==> src/rtl/bcd_adsub_pkg.sv <==
package bcd_adsub_pkg;

    localparam int DATA_W   = 8;
    localparam int NIB_W    = DATA_W / 2;
    localparam int DIGIT_MAX = 9;
    localparam int LO_FIX   = 6;
    localparam int HI_FIX   = LO_FIX << NIB_W;
    localparam int BYTE_MAX = (DIGIT_MAX << NIB_W) | DIGIT_MAX;

    typedef logic [DATA_W-1:0] byte_t;

    typedef struct packed {
        logic  valid;
        byte_t res;
        logic  n;
        logic  v;
        logic  z;
        logic  c;
        logic  extra;
    } adsub_state_t;

endpackage

==> src/rtl/bcd_adsub_binary.sv <==
module bcd_adsub_binary
    import bcd_adsub_pkg::*;
(
    input  byte_t a,
    input  byte_t m,
    input  logic  cin,
    input  logic  sub,
    output byte_t sum,
    output logic  cout,
    output logic  half,
    output logic  ovf
);
    byte_t             m_eff;
    logic [DATA_W:0]   wide;
    logic [NIB_W:0]    low;

    always_comb begin
        m_eff = sub ? ~m : m;
        wide  = {1'b0, a} + {1'b0, m_eff} + {{DATA_W{1'b0}}, cin};
        low   = {1'b0, a[NIB_W-1:0]} + {1'b0, m_eff[NIB_W-1:0]} + {{NIB_W{1'b0}}, cin};
        sum   = wide[DATA_W-1:0];
        cout  = wide[DATA_W];
        half  = low[NIB_W];
        ovf   = (a[DATA_W-1] == m_eff[DATA_W-1]) && (sum[DATA_W-1] != a[DATA_W-1]);
    end
endmodule

==> src/rtl/bcd_adsub_adjust.sv <==
module bcd_adsub_adjust
    import bcd_adsub_pkg::*;
(
    input  byte_t raw,
    input  logic  raw_cout,
    input  logic  raw_half,
    input  logic  sub,
    output byte_t adj,
    output logic  c_out
);
    localparam byte_t LO_K  = byte_t'(LO_FIX);
    localparam byte_t HI_K  = byte_t'(HI_FIX);
    localparam byte_t TOP_K = byte_t'(BYTE_MAX);

    logic              nib_edge;
    logic              lo_need;
    logic              hi_need;
    logic              rim;
    logic [DATA_W:0]   lo_step;
    byte_t             mid;

    always_comb begin
        // in subtract mode the adder's carries mean "no borrow"
        nib_edge = sub ? ~raw_half : raw_half;
        lo_need  = (raw[NIB_W-1:0] > NIB_W'(DIGIT_MAX)) || nib_edge;
        if (sub)
            lo_step = {1'b0, raw} - {1'b0, LO_K};
        else
            lo_step = {1'b0, raw} + {1'b0, LO_K};
        mid      = lo_need ? lo_step[DATA_W-1:0] : raw;
        rim      = (sub ? ~raw_cout : raw_cout) || (lo_need && lo_step[DATA_W]);
        hi_need  = rim || (mid > TOP_K);
        if (!hi_need)
            adj = mid;
        else if (sub)
            adj = mid - HI_K;
        else
            adj = mid + HI_K;
        c_out    = sub ? ~hi_need : hi_need;
    end
endmodule

==> src/rtl/bcd_adsub_unit.sv <==
module bcd_adsub_unit
    import bcd_adsub_pkg::*;
(
    input  logic        clk,
    input  logic        rst_n,
    input  logic        in_valid,
    input  logic        op_sub,
    input  logic        dec_mode,
    input  logic [7:0]  acc,
    input  logic [7:0]  opnd,
    input  logic        carry_in,
    output logic        out_valid,
    output logic [7:0]  result,
    output logic        flag_n,
    output logic        flag_v,
    output logic        flag_z,
    output logic        flag_c,
    output logic        extra_cycle
);
    byte_t        bin_sum;
    logic         bin_cout;
    logic         bin_half;
    logic         bin_ovf;
    byte_t        dec_sum;
    logic         dec_c;
    adsub_state_t st_d;
    adsub_state_t st_q;

    bcd_adsub_binary u_bin (
        .a    (acc),
        .m    (opnd),
        .cin  (carry_in),
        .sub  (op_sub),
        .sum  (bin_sum),
        .cout (bin_cout),
        .half (bin_half),
        .ovf  (bin_ovf)
    );

    bcd_adsub_adjust u_adj (
        .raw      (bin_sum),
        .raw_cout (bin_cout),
        .raw_half (bin_half),
        .sub      (op_sub),
        .adj      (dec_sum),
        .c_out    (dec_c)
    );

    always_comb begin
        st_d       = st_q;
        st_d.valid = in_valid;
        if (in_valid) begin
            st_d.res   = dec_mode ? dec_sum : bin_sum;
            st_d.c     = dec_mode ? dec_c   : bin_cout;
            st_d.v     = dec_mode ? 1'b0    : bin_ovf;
            st_d.n     = st_d.res[DATA_W-1];
            st_d.z     = (st_d.res == '0);
            st_d.extra = dec_mode;
        end
    end

    always_ff @(posedge clk) begin
        if (!rst_n)
            st_q <= '0;
        else
            st_q <= st_d;
    end

    assign out_valid   = st_q.valid;
    assign result      = st_q.res;
    assign flag_n      = st_q.n;
    assign flag_v      = st_q.v;
    assign flag_z      = st_q.z;
    assign flag_c      = st_q.c;
    assign extra_cycle = st_q.extra;

endmodule

==> config.mk <==
export PLATFORM = sky130hd
export DESIGN_NAME = bcd_adsub_unit
export DESIGN_NICKNAME = d
export VERILOG_FILES = /design/src/rtl/bcd_adsub_pkg.sv /design/src/rtl/bcd_adsub_binary.sv /design/src/rtl/bcd_adsub_adjust.sv /design/src/rtl/bcd_adsub_unit.sv
export SDC_FILE = /design/constraint.sdc
export NUM_CORES = 1
export LEC_CHECK = 0
export ABC_CLOCK_PERIOD_IN_PS = 7900
export BUFFER_PORTS_ARGS = -buffer_cell sky130_fd_sc_hd__buf_2
export CAP_MARGIN = 25
export CORE_MARGIN = 10
export CORE_UTILIZATION = 41
export CTS_CLUSTER_DIAMETER = 50
export DETAILED_ROUTE_END_ITERATION = 7
export SKIP_CTS_REPAIR_TIMING = 1
export SLEW_MARGIN = 15
export SYNTH_ARGS = -nofsm -noshare
export SYNTH_HDL_FRONTEND = slang
export SYNTH_HIERARCHICAL = 1
export SYNTH_SLANG_ARGS = --single-unit
==> constraint.sdc <==
create_clock -name clk -period 7.9 [get_ports clk]
set_clock_uncertainty 0.1 [all_clocks]
set_input_delay 0.79 -clock clk [delete_from_list [all_inputs] [get_ports clk]]
set_output_delay 0.79 -clock clk [all_outputs]
set_load 0.02 [all_outputs]
==> results.cfg <==
[run_status]
status = finished, final reports clean

[logic_synthesis]
synth-main-ff-cell = dfxtp_1
syn_avg_cell_area_um2 = 8.468
synth_top_area_share_pct = 15.52
synth_top_family_by_area = compound AO/OA/AOI/OAI gates
synth_nets = 237
synth_fa_ha_area_share_pct = 14.48
yosys-mux-area-fraction_pct = 7.910
synth_most_common_cell = nand2_1
synthTopCellsByCount = 15 x nand2_1, 13 x dfxtp_1, 13 x ha_1, 12 x nor2_1
synth_xor_xnor_area_share_pct = 9.851
synth.distinct_cells = 57
synth-seq-cells = 13
yosysWarnings = 6
synth-seq-area-share_pct = 15.52
yosys-top-cells-area = dfxtp_1 16%, ha_1 9.7%, mux2i_1 6.6%
syn_area_um2 = 1677
synth-edff-count = 0
synth-simple-area-share_pct = 19.85
ys_async_sr_fraction_pct = 0
synth_top_area_cell = dfxtp_1
synth-compound-area-share_pct = 26.12
synthesis.instances = 198

[global_routing]
grt_pass1_wl_mm = 7.017
grt_overflow = 0
grt_start_max_net_pins = 24
grt_pass1_vias = 1535
antenna_found_initial = 0
grt.total_usage_pct = 11.19

[power]
report.power.total_uw = 496.5
ir_drop_v = 0.00008946
p_leak_nw = 0.9315
power.density_nw_per_um2 = 261.9

[placement]
dp_hpwl_mm = 3.270
numPortBuffers = 35
dp_slack_ps = 2151
place.gp.congestion = 0.8598

[timing]
period_share_pct = 69.53
setup_violations = 0
rsz0062_at_grt = no
worst_slew_pin_slew_ps = 585.1
finalSetupTns_ps = 0
slew_viol_final = 0
layout_setup_ws_ps = 2407
timing.hold.ws_ps = 365.7
fmax_ghz = 0.1820
hold_viol = 0
min_period_ps = 5493
relSlewSlack_pct = 60.99

[flow_run]
maxCapViolCount = 0

[clock_tree]
cts.path.max_buffers = 2
clk_pin_slew_worst_paths_ps = 50
cts_tree = done
cts_buffers = 3
clock_latency_ps = 240
cts.sinks = 13
htree_num_levels = 1
cts-root-buf = clkbuf_8

[min_path]
min-delay-path-class = reg -> reg

[drt]
wire_per_inst_um = 14.24
antenna_left = 0
first_pass_iters = 4
drt_iter0_markers = 112
drt-total-wl_mm = 3.959
drc = 0
vias = 1520
viasPerCell = 5.468

[setup_path]
worstPathArrival_ps = 5550
startpoint_type = input port
cp_data_required_time_ps = 7960
path_max_fanout = 23
endpoint_kind = register
path_class = in -> reg

[layout]
nets = 268
diodes = 0
fin_util_pct = 47.73
drive_gt1_share_pct = 21.49
nFillCells = 396
area_delta_synth_final_pct = 13.06

[floorplanning]
die_area_um2 = 7047
die_w_um = 83.95
num_rows = 23
die_h_um = 83.95
start_util_pct = 42.22
coreArea_um2 = 3971
io_pins = 36
==> power by group <==
group / internal [mW] / leakage, nW / switching [mW] / total [mW]
combinational: 0.155 / 0.801 / 0.206 / 0.361
sequential: 0.0745 / 0.108 / 0.00410 / 0.0786
clock: 0.0355 / 0.0228 / 0.0218 / 0.0573
==> sequential cells by signal, summed over array words and instances, names as in the netlist <==
register	count
flag_v	1
flag_c	1
flag_z	1
result	8
extra_cycle	1
out_valid	1
==> layer usage <==
layer  vias to the layer above  global-route usage (%)  wire length, µm
li1                        788                       -                -
met1                       682                   13.32             1700
met2                        45                   19.86             1940
met3                         5                   2.246              267
met4                         0                   2.588               49
met5                         -                       0                0
==> layout make-up <==
cell class	instances	area [µm²]	area share (%)
well taps	50	62.56	3.300
clock buffers	4	45.04	2.376
inverters	11	41.29	2.178
repair buffers	35	175.2	9.241
multi-input cells	165	1311	69.17
flip-flops and latches	13	260.3	13.73
==> path summary, 6_finish.rpt <==
kind                                  end       from  slack, ps  cells past startpoint
worst max register to register  result[7]  result[7]       7190                      1
worst min register to register     flag_z     flag_z        370                      2
worst max-delay path               flag_z     op_sub       2410                     22
worst min-delay path               flag_z     flag_z        370                      2
==> kinds of logic after synthesis <==
| logic type | Yosys count |
|---|---|
| AO/OA/AOI/OAI | 58 |
| buffers and inverters | 20 |
| adder cells (fa/ha/maj) | 17 |
| multiplexers | 13 |
| AND/OR/NAND/NOR | 59 |
| XOR/XNOR | 18 |
| flip-flops | 13 |
==> stage by stage <==
stage                     instance area [µm²]  instances
final                                    1896        278
after floorplan                          1677        198
after global placement                   1851        274
after CTS                                1896        278
after global routing                     1896        278
after detailed placement                 1851        274
==> layout by cell type (no fill, tap or decap), drive strengths merged, types with 2 or more instances in the layout <==
| cell | instances |
|---|---|
| mux2 | 2 |
| a21oi | 11 |
| nand3 | 3 |
| o22ai | 3 |
| inv | 11 |
| o211ai | 2 |
| nor2 | 12 |
| nand2 | 15 |
| and2 | 3 |
| a311oi | 2 |
| o21ai | 10 |
| fa | 4 |
| o21a | 3 |
| or2 | 2 |
| dfxtp | 13 |
| xnor2 | 8 |
| mux2i | 11 |
| o211a | 9 |
| nor2b | 6 |
| ha | 13 |
| clkbuf | 4 |
| a21boi | 2 |
| nor4 | 3 |
| xor2 | 10 |
| and3 | 2 |
| buf | 35 |
| a211oi | 3 |
| or4 | 2 |
| nand2b | 5 |
| o31a | 3 |
==> critical path, cell delays in order <==
cell and delay, ps:
buf_2 470, xnor2_1 170, fa_1 460, fa_1 430, nor2b_1 170, o21ai_0 90, nand2b_1 150, xor2_1 290
ha_1 340, o211ai_1 140, o21ai_1 110, xnor2_1 160, a21oi_2 260, inv_1 90, fa_1 380, xnor2_1 210
o31a_1 170, o21ai_1 70, nor4_1 170, and4b_1 220, a21oi_1 40, o22ai_1 170
No activity file was read; power rests on OpenSTA's default activity.
